===== config.mk =====
export PLATFORM = sky130hd
export DESIGN_NAME = bus_cmd_ctrl
export DESIGN_NICKNAME = d
export VERILOG_FILES = /design/src/rtl/bcc_pkg.sv /design/src/rtl/bcc_decode.sv /design/src/rtl/bcc_phase.sv /design/src/rtl/bcc_gate.sv /design/src/rtl/bus_cmd_ctrl.sv
export SDC_FILE = /design/constraint.sdc
export NUM_CORES = 1
export LEC_CHECK = 0
export BUFFER_PORTS_ARGS = -buffer_cell sky130_fd_sc_hd__buf_2
export CAP_MARGIN = 20
export CORE_AREA = 2 2 39 41
export DETAILED_ROUTE_END_ITERATION = 8
export DIE_AREA = 0 0 41 43
export PLACE_DENSITY = 0.64
export REMOVE_ABC_BUFFERS = 1
export SYNTH_ARGS = -nofsm -noshare
export SYNTH_HDL_FRONTEND = slang
export SYNTH_HIERARCHICAL = 1
export SYNTH_SLANG_ARGS = --single-unit

===== constraint.sdc =====
create_clock -name clk -period 2.53 [get_ports clk]
set_input_delay 0.506 -clock clk [delete_from_list [all_inputs] [get_ports clk]]
set_output_delay 0.506 -clock clk [all_outputs]
set_load 0.05 [all_outputs]

===== src/rtl/bcc_pkg.sv =====
package bcc_pkg;

   localparam int STAT_W = 3;

   typedef enum logic [STAT_W-1:0] {
      ST_INTA  = 3'd0,
      ST_IORD  = 3'd1,
      ST_IOWR  = 3'd2,
      ST_HALT  = 3'd3,
      ST_FETCH = 3'd4,
      ST_MEMRD = 3'd5,
      ST_MEMWR = 3'd6,
      ST_IDLE  = 3'd7
   } bus_stat_e;

   typedef struct packed {
      logic mem_rd;
      logic mem_wr;
      logic io_rd;
      logic io_wr;
      logic inta;
      logic is_read;
      logic is_write;
      logic has_cmd;
   } cyc_kind_t;

endpackage


===== src/rtl/bcc_decode.sv =====
module bcc_decode
   import bcc_pkg::*;
(
   input  logic [STAT_W-1:0] code,
   output cyc_kind_t         kind
);

   always_comb begin
      kind = '0;
      case (bus_stat_e'(code))
         ST_INTA:  begin kind.inta   = 1'b1; kind.is_read  = 1'b1; end
         ST_IORD:  begin kind.io_rd  = 1'b1; kind.is_read  = 1'b1; end
         ST_IOWR:  begin kind.io_wr  = 1'b1; kind.is_write = 1'b1; end
         ST_FETCH: begin kind.mem_rd = 1'b1; kind.is_read  = 1'b1; end
         ST_MEMRD: begin kind.mem_rd = 1'b1; kind.is_read  = 1'b1; end
         ST_MEMWR: begin kind.mem_wr = 1'b1; kind.is_write = 1'b1; end
         default:  kind = '0;
      endcase
      kind.has_cmd = kind.is_read | kind.is_write;
   end

endmodule


===== src/rtl/bcc_phase.sv =====
module bcc_phase
   import bcc_pkg::*;
#(
   parameter int PH_MAX = 3,
   localparam int PH_W = $clog2(PH_MAX + 1)
) (
   input  logic              clk,
   input  logic              rst_n,
   input  logic [STAT_W-1:0] status,
   output logic [PH_W-1:0]   phase,
   output logic [STAT_W-1:0] code_q
);

   logic [STAT_W-1:0] stat_q;
   logic              now_idle;
   logic              was_idle;

   assign now_idle = (status == ST_IDLE);
   assign was_idle = (stat_q == ST_IDLE);

   always_ff @(posedge clk or negedge rst_n) begin
      if (!rst_n) begin
         stat_q <= ST_IDLE;
         code_q <= ST_IDLE;
         phase  <= '0;
      end else begin
         stat_q <= status;
         if (now_idle) begin
            phase  <= '0;
            code_q <= ST_IDLE;
         end else if (was_idle) begin
            phase  <= PH_W'(1);
            code_q <= status;
         end else if (phase != '0 && phase < PH_W'(PH_MAX)) begin
            phase <= phase + PH_W'(1);
         end
      end
   end


   code_hold_chk: assert property (@(posedge clk) disable iff (!rst_n)
      (phase != '0 && status != ST_IDLE) |=> $stable(code_q));


   phase_clear_chk: assert property (@(posedge clk) disable iff (!rst_n)
      now_idle |=> (phase == '0));

endmodule


===== src/rtl/bcc_gate.sv =====
module bcc_gate #(
   parameter int AEN_DELAY = 1
) (
   input  logic clk,
   input  logic rst_n,
   input  logic addr_en_n,
   input  logic io_bus_mode,
   output logic cmd_oe
);

   logic aen_ok;

   generate
      if (AEN_DELAY == 0) begin : g_direct
         assign aen_ok = ~addr_en_n;
      end else begin : g_sync
         logic [AEN_DELAY-1:0] sr;
         always_ff @(posedge clk or negedge rst_n) begin
            if (!rst_n) begin
               sr <= '0;
            end else begin
               sr[0] <= ~addr_en_n;
               for (int i = 1; i < AEN_DELAY; i++) sr[i] <= sr[i-1];
            end
         end
         assign aen_ok = sr[AEN_DELAY-1];
      end
   endgenerate

   assign cmd_oe = io_bus_mode | aen_ok;

   generate
      if (AEN_DELAY == 1) begin : g_chk

         aen_off_chk: assert property (@(posedge clk) disable iff (!rst_n)
            (!io_bus_mode && addr_en_n) |=> (io_bus_mode || !cmd_oe));

         aen_on_chk: assert property (@(posedge clk) disable iff (!rst_n)
            (!addr_en_n) |=> cmd_oe);
      end
   endgenerate

endmodule


===== src/rtl/bus_cmd_ctrl.sv =====
module bus_cmd_ctrl
   import bcc_pkg::*;
#(
   parameter int AEN_DELAY = 1,
   parameter int WR_LAG    = 1
) (
   input  logic              clk,
   input  logic              rst_n,
   input  logic [STAT_W-1:0] cyc_status,
   input  logic              addr_en_n,
   input  logic              cmd_en,
   input  logic              io_bus_mode,
   output logic              mem_rd,
   output logic              mem_wr,
   output logic              adv_mem_wr,
   output logic              io_rd,
   output logic              io_wr,
   output logic              adv_io_wr,
   output logic              int_ack,
   output logic              latch_en,
   output logic              data_en,
   output logic              dir_xmit,
   output logic              casc_pden,
   output logic              cmd_oe
);

   localparam int PH_EARLY = 2;
   localparam int PH_RDEN  = 3;
   localparam int PH_NWR   = PH_EARLY + WR_LAG;
   localparam int PH_MAX   = (PH_NWR > PH_RDEN) ? PH_NWR : PH_RDEN;
   localparam int PH_W     = $clog2(PH_MAX + 1);

   generate
      if (WR_LAG < 1 || WR_LAG > 4) begin : g_bad_lag
         $error("WR_LAG must lie in 1..4");
      end
      if (AEN_DELAY < 0 || AEN_DELAY > 8) begin : g_bad_aen
         $error("AEN_DELAY must lie in 0..8");
      end
   endgenerate

   logic [PH_W-1:0]   phase;
   logic [STAT_W-1:0] code_q;
   cyc_kind_t         kind;
   logic              active, early, late, rd_late, gate;

   bcc_phase #(.PH_MAX(PH_MAX)) u_phase (
      .clk    (clk),
      .rst_n  (rst_n),
      .status (cyc_status),
      .phase  (phase),
      .code_q (code_q)
   );

   bcc_decode u_dec (
      .code (code_q),
      .kind (kind)
   );

   bcc_gate #(.AEN_DELAY(AEN_DELAY)) u_gate (
      .clk         (clk),
      .rst_n       (rst_n),
      .addr_en_n   (addr_en_n),
      .io_bus_mode (io_bus_mode),
      .cmd_oe      (cmd_oe)
   );

   assign active  = (phase != '0);
   assign early   = (phase >= PH_W'(PH_EARLY));
   assign late    = (phase >= PH_W'(PH_NWR));
   assign rd_late = (phase >= PH_W'(PH_RDEN));
   assign gate    = cmd_en & cmd_oe;

   assign mem_rd     = gate & kind.mem_rd & early;
   assign io_rd      = gate & kind.io_rd  & early;
   assign int_ack    = gate & kind.inta   & early;
   assign adv_mem_wr = gate & kind.mem_wr & early;
   assign adv_io_wr  = gate & kind.io_wr  & early;
   assign mem_wr     = gate & kind.mem_wr & late;
   assign io_wr      = gate & kind.io_wr  & late;

   assign latch_en = kind.has_cmd & (phase == PH_W'(1));
   assign dir_xmit = ~(active & kind.is_read);
   assign data_en  = cmd_en & ((kind.is_write & early) | (kind.is_read & rd_late));

   generate
      if (1) begin : g_dual
         assign casc_pden = io_bus_mode ? data_en : (cmd_en & latch_en & kind.inta);
      end
   endgenerate


   cmd_onehot_chk: assert property (@(posedge clk) disable iff (!rst_n)
      $onehot0({mem_rd, mem_wr, io_rd, io_wr, int_ack}));


   ale_single_chk: assert property (@(posedge clk) disable iff (!rst_n)
      latch_en |=> !latch_en);


   wr_adv_chk: assert property (@(posedge clk) disable iff (!rst_n)
      (mem_wr |-> adv_mem_wr) and (io_wr |-> adv_io_wr));


   passive_clear_chk: assert property (@(posedge clk) disable iff (!rst_n)
      (cyc_status == ST_IDLE) |=>
         !(mem_rd | mem_wr | adv_mem_wr | io_rd | io_wr | adv_io_wr | int_ack));


   dir_read_chk: assert property (@(posedge clk) disable iff (!rst_n)
      (mem_rd | io_rd | int_ack) |-> !dir_xmit);


   casc_chk: assert property (@(posedge clk) disable iff (!rst_n)
      (!io_bus_mode && casc_pden) |-> latch_en);

endmodule


# ---- After elaboration in Yosys (flattened, before gate mapping)
# Cells that the tools add are included.
dict set report word_totals {
  mem_bits_rw 0
  elab_cells 62
  romBits 0
  n_memories 0
  out_inout_bits 12
  input_bits 8
  latch_bits 0
  reg_bits 9
}
dict set report classes {
  n_addsub 1
  div 0
  magnitude_cmp 3
  bitwise 25
  shifts 0
  mul 0
  reduce_logical 8
  muxes 13
  n_eq_ne 8
}
# cell n
set ops {}
lappend ops {{$and 1x1->1} 20}
lappend ops {{$eq 3x3->1 const B} 5}
lappend ops {{$mux 1} 8}
lappend ops {{$mux 2} 3}
lappend ops {{$mux 3} 2}
lappend ops {{$ge 2x2->1 const B} 2}
lappend ops {{$reduce_bool 2->1} 2}
lappend ops {{$reduce_or 2->1} 2}
lappend ops {{$reduce_or 4->1} 1}
lappend ops {{$eq 3x1->1 const B} 1}
lappend ops {{$eq 3x2->1 const B} 1}
lappend ops {{$logic_not 3->1} 1}
lappend ops {{$or 1x1->1} 3}
lappend ops {{$reduce_bool 3->1} 1}
lappend ops {{$add 2x1->2 const B} 1}
lappend ops {{$eq 2x1->1 const B} 1}
lappend ops {{$lt 2x2->1 const B} 1}
lappend ops {{$not 1->1} 2}
lappend ops {{$logic_and 1x1->1} 1}

# ---- Longest topological paths before layout
# Gate-level depths: netlist of the first run.
dict set report logic_depth {
  word_depth 8
  mapped_depth 4
  depth_no_buf 4
}

# ---- Modules after synthesis
# Netlist of the first run, hierarchy kept.
# mod instances cells_each seq_area_each_um2 area_per_inst_um2
set by_module_without_submodules {}
lappend by_module_without_submodules {bcc_phase 1 22 207.7 302.8}
lappend by_module_without_submodules {bus_cmd_ctrl 1 17 0.0 105.1}
lappend by_module_without_submodules {bcc_decode 1 8 0.0 60.1}
lappend by_module_without_submodules {bcc_gate 1 3 25.0 35.0}

# ---- Worst setup path after synthesis of the first run
# No wires, ideal clock.
dict set report synth_timing {
  kind {flip-flop to output port}
  start {register u_phase.code_q[1]}
  end {output port casc_pden}
  required_time_ps 2024
  slack_ps 304
  path_buffers 0
  path_stages_with_launch 5
  arrival_time_ps 1720
  path_cell_list {dfstp_2 and2b_2 a21oi_2 nor2_2 a22o_1}
}
# item line
set synth_rtl {}
lappend synth_rtl {{from (decl)} bcc_phase.sv:11} ;# output logic [STAT_W-1:0] code_q
lappend synth_rtl {{from (signal assigned)} bcc_phase.sv:33} ;# code_q <= status;
lappend synth_rtl {{to (decl)} bus_cmd_ctrl.sv:23} ;# output logic casc_pden,

==> flow_summary.yaml, run 1 <==
setup_path:
  cp_slowest_cell: "dfstp_2"
  worstPathMaxFanout: 7
  end_kind: "output pin"
  cp-start-kind: "flip-flop"
  reg2reg_depth: 2
  critPathKind: "reg -> out"
  cp_data_required_time_ps: 2020
  worstPathCellList: "and2b_2, a21oi_2, nor2_2, a22o_1, buf_2"
  critical_path_arrival_ps: 1630
  slowest_delay_ps: 580
sta:
  finClkSkew_ps: 1.747
  finalCritPeriodShare_pct: 84.59
  period_needed_ps: 2140
  fin_setup_tns_ps: 0
  finalHoldViolations: 0
  max-slew-margin-rel_pct: 83.31
  setup_viol: 0
  worst-slew-pin-transition_ps: 252.1
  hold_slack_ps: 92.84
  slew_violations: 0
  rsz0062_at_grt: "no"
  fmax_mhz: 467.2
detailed_routing:
  vias: 429
  drt_iter0_markers: 5
  drc_errors: 0
  route.final.wire_length_um: 900
  dr.pass1.iters: 4
  antenna_left: 0
  via_per_inst: 4.820
  wl_per_cell_um: 10.11
die:
  start_util_pct: 36.35
  rows: 14
  die_x_um: 41
  fp.dieH_um: 43
  die-area_mm2: 0.001763
  core-area_mm2: 0.001384
  io_pins: 20
clocking:
  hold_buffers: 0
  htree_levels: 1
  post_cts_buffers: 0
  cts_num_sinks: 9
  cts_inserted_buffers: 3
  root_buffer: "clkbuf_4"
  clk_path_buf_depth: 2
  cts_tree: "yes"
  clkSlewWorstSetupHoldPaths_ps: 60
  post_cts_resized: 0
  insertion_delay_ps: 250
finish:
  layout-drive-gt1-share_pct: 53.42
  num-nets-final: 82
  layout_common_cells: "buf_2, dfstp_2, and2_1, inv_1, nand2_1"
  antenna_cells: 0
  final_common_cell: "buf_2"
  area_growth_pct: 28.11
  filler_cell_count: 148
  layoutNonFillerInstCount: 89
synth:
  synth_area_um2: 503.0
  yosysUniqueCellTypes: 23
  synth-seq-cells: 9
  netlist.area_leader.share_pct: 31.34
  synthTopCellsByArea: "dfstp_2, dfrtp_1, and2_1"
  synth_area_per_cell_um2: 10.06
  synthCells: 50
  yosysWarnings: 6
  yosysTopAreaCell: "dfstp_2"
  ys_seq_area_share_pct: 46.27
grt:
  grt.total_usage_pct: 12.04
  grt_pass1_wl_um: 1414
  antenna_found_initial: 0
  grt-ovfl-total: 0
  grt_pass1_vias: 370
  grt_max_degree: 10
power:
  power_density_mw_per_mm2: 643.2
  irDropWorstVdd_uv: 336.7
  p_leak_nw: 0.3243
placement:
  dpl.cell_count: 85
  gp_congestion: 0.6482
  port_buffers: 19
status:
  status: "finished clean"
hold_path:
  hp-class: "in -> async"
run:
  maxCapViolCount: 0
## sequential cells by signal, indices dropped and copies added (netlist names)
name            cells
u_phase/stat_q      3
u_phase/code_q      3
u_gate/aen_ok       1
u_phase/phase       2
## area by class of cell
type	count	area, um2	area share, %
flip-flops and latches	9	232.7	36.12
well taps	16	20.02	3.107
multi-input cells	36	251.5	39.03
repair buffers	19	95.09	14.76
clock buffers	4	26.28	4.078
inverters	5	18.77	2.913
## synth_stat cells
| library cell | count |
|---|---|
| nor2_1 | 3 |
| nor3b_1 | 1 |
| nor3_1 | 1 |
| o21ai_0 | 1 |
| a21oi_2 | 1 |
| nor2_2 | 1 |
| a22o_1 | 1 |
| and2_1 | 5 |
| nand2_1 | 4 |
| o21a_1 | 1 |
| or2_1 | 1 |
| and3_2 | 2 |
| and3_4 | 2 |
| dfstp_2 | 6 |
| a311oi_2 | 1 |
| nor3b_2 | 1 |
| inv_1 | 5 |
| and3b_2 | 1 |
| nand3_1 | 1 |
| and2b_2 | 2 |
| dfrtp_1 | 3 |
| nand4_1 | 3 |
| o211ai_1 | 3 |
## kinds of logic (layout without fill, tap and decap cells)
logic type | Yosys count | count (layout) | share of synthesized area, %
compound gates | 8 | 8 | 13.43
buf+inv | 5 | 28 | 3.732
flops | 9 | 9 | 46.27
simple gates | 28 | 28 | 36.57
## where the power goes
group / internal [mW] / switching (mW) / total (mW)
combinational: 0.0430 / 0.0771 / 0.120
sequential: 0.167 / 0.0216 / 0.189
clock: 0.0605 / 0.0451 / 0.106
## worst paths after layout
path                                endpoint  slack, ps         startpoint
max reg2reg                 u_phase/phase[1]       1580  u_phase/stat_q[1]
min in group clk               u_gate/aen_ok        390          addr_en_n
max in group asynchronous  u_phase/stat_q[0]       2200              rst_n
min reg2reg                u_phase/code_q[0]        540  u_phase/stat_q[0]
max                                casc_pden        390  u_phase/code_q[0]
min                         u_phase/phase[0]         90              rst_n
## stage by stage
step                      power, mW  area, um2  setup slack [ps]  util, %
after floorplan              0.2802      503.0             303.9        -
after global placement       0.3112      618.1             637.3    44.67
after detailed placement     0.3128      618.1             624.6    44.67
after CTS                    0.4237      644.4             367.5    46.56
after global routing         0.4398      644.4             322.2    46.56
final                        0.4145      644.4             389.8    46.56
## worst max-delay path: cells and delay by family (launching register included)
family	cells	cell delay (ps)
AO/OA/AOI/OAI	2	320
flip-flops	1	580
buffers and inverters	1	200
AND/OR/NAND/NOR	2	280
## layer usage
metal	track usage, %	wire, um	up-vias	part of all wire, %
met5	0	0	-	0
met4	10.00	10	0	1.1
met3	1.571	71	2	7.9
met2	19.38	463	18	51
met1	12.88	355	188	39
li1	-	-	221	-
Power figures use the tool's default switching activity.
==> run 2: changes to the inputs <==
Settings changed: PLACE_DENSITY 0.64 to 0.66.
Clock period 2.53 ns to 1.72 ns, I/O delays scaled along.
==> flow_summary.yaml, run 2 (synthesis results as in run 1) <==
sta:
  worst-slew-pin-transition_ps: 251.3
  worst_slack_ps: -146.9
  finalCritPeriodShare_pct: 108.5
  period_needed_ps: 1867
  rsz0062_at_grt: "yes"
  fmax_mhz: 535.7
  slew_violations: 0
  hold_slack_ps: 218.4
  max-slew-margin-rel_pct: 83.36
  setup_viol: 6
  finalHoldViolations: 0
  finClkSkew_ps: 3.367
  fin_setup_tns_ps: -422.9
power:
  swShare_pct: 34.93
  combinationalPowerShare_pct: 34.9
  switching_power_mw: 0.2334
  power_mw: 0.6681
  p_leak_nw: 0.3604
  power_density_mw_per_mm2: 859.8
  p_clk_share_pct: 23.9
  internal_power_mw: 0.4347
  irDropWorstVdd_uv: 488.3
  pwr-share-seq_pct: 41.3
die:
  io_pins: 20
  fp.dieH_um: 43
  rows: 14
  die_x_um: 41
  die-area_mm2: 0.001763
  start_util_pct: 36.35
  core-area_mm2: 0.001384
grt:
  grt_pass1_vias: 387
  grt_max_degree: 10
  antenna_found_initial: 0
  grt_pass1_wl_um: 1628
  grt-ovfl-total: 0
  grt.total_usage_pct: 14.17
placement:
  post-dp-hpwl_um: 737.6
  port_buffers: 19
  gp_congestion: 0.7052
  post-place-ws_ps: 90.36
  placed_area_um2: 625.6
  dpl.cell_count: 86
detailed_routing:
  drc_errors: 0
  dr.pass1.iters: 1
  drt_iter0_markers: 0
  vias: 458
  wl_per_cell_um: 11.71
  route.final.wire_length_um: 1089
  via_per_inst: 4.925
  antenna_left: 0
finish:
  num-nets-final: 86
  largestRegisters: "u_phase/code_q: 3 flops, u_phase/stat_q: 3 flops, u_phase/phase: 2 flops"
  layout_common_cells: "buf_2, dfstp_2, buf_6, inv_1"
  fin_util_pct: 56.15
  final_common_cell: "buf_2"
  layout-drive-gt1-share_pct: 61.04
  final_area_um2: 777.0
  antenna_cells: 0
  area_growth_pct: 54.48
  layoutNonFillerInstCount: 93
status:
  violations: "negative setup slack"
  status: "finished, violations left"
setup_path:
  worstPathMaxFanout: 2
  crit_path_start: "u_phase/code_q[0]"
  cp.depth: 5
  critPathKind: "reg -> out"
  timing.rr.end: "u_phase/code_q[1]"
  critical_path_arrival_ps: 1520
  cp_slowest_cell: "dfstp_2"
  end_kind: "output pin"
  cp.buffers_inverters: 1
  crit_family: "flip-flops"
  worstPathCellList: "and2b_2, a21oi_2, nor2_2, a22o_1, buf_6"
  reg2reg_depth: 4
  rrSetupSlack_ps: 640
  r2r_start: "u_phase/code_q[1]"
  slowest_delay_ps: 520
  cp-start-kind: "flip-flop"
  cp_data_required_time_ps: 1380
  endpoint: "casc_pden"
hold_path:
  hp-class: "in -> reg"
clocking:
  cts_inserted_buffers: 3
  clkSlewWorstSetupHoldPaths_ps: 60
  insertion_delay_ps: 260
  cts_tree: "yes"
  root_buffer: "clkbuf_4"
  clk_path_buf_depth: 2
  cts_num_sinks: 9
  htree_levels: 1
run:
  maxCapViolCount: 0
run 2: cell types whose count changed in the layout (fill, tap and decap cells not counted), sizes merged:
cell,previous run,this run
buf,19,22
dlygate4sd3,0,1
run 2: cell type report:
cell class                      count  area, um2
Clock buffer                        4      26.28
Fill cell                         120      606.8
Inverter                            5      18.77
Multi-Input combinational cell     36      282.8
Sequential cell                     9      232.7
Tap cell                           16      20.02
Timing Repair Buffer               23      196.4
run 2: worst min-delay path by stage:
stage,from,end,slack (ps),cells after the start
after CTS,cyc_status[2],u_phase/stat_q[2],210,1
after floorplan,rst_n,u_gate/aen_ok,50,0
after global placement,rst_n,u_phase/phase[0],200,1
after global routing,cyc_status[2],u_phase/stat_q[2],200,1
final,cyc_status[2],u_phase/stat_q[2],220,1
after detailed placement,rst_n,u_phase/phase[1],210,1
run 2: timing repair:
action,CTS,global route
hold endpoints to repair,3,0
setup buffers,0,2
pin swaps,2,3
setup endpoints to repair,9,10
hold buffers,1,0
resized for setup,17,14
run 2: power by group through the flow:
stage / combinational (mW) / clock, mW / sequential, mW
2_1_floorplan: 0.138 / 0 / 0.274
3_3_place_gp: 0.187 / 0 / 0.275
3_5_place_dp: 0.189 / 0 / 0.277
4_1_cts: 0.204 / 0.171 / 0.275
5_1_grt: 0.253 / 0.178 / 0.280
6_report: 0.233 / 0.159 / 0.276
run 2: layer usage:
layer	wire length (um)	vias to the layer above	share of wire, %	track usage (%)
li1	-	230	-	-
met1	394	207	36	16.55
met2	611	17	56	21.56
met3	58	4	5.3	1.571
met4	25	0	2.3	12.00
met5	0	-	0	0
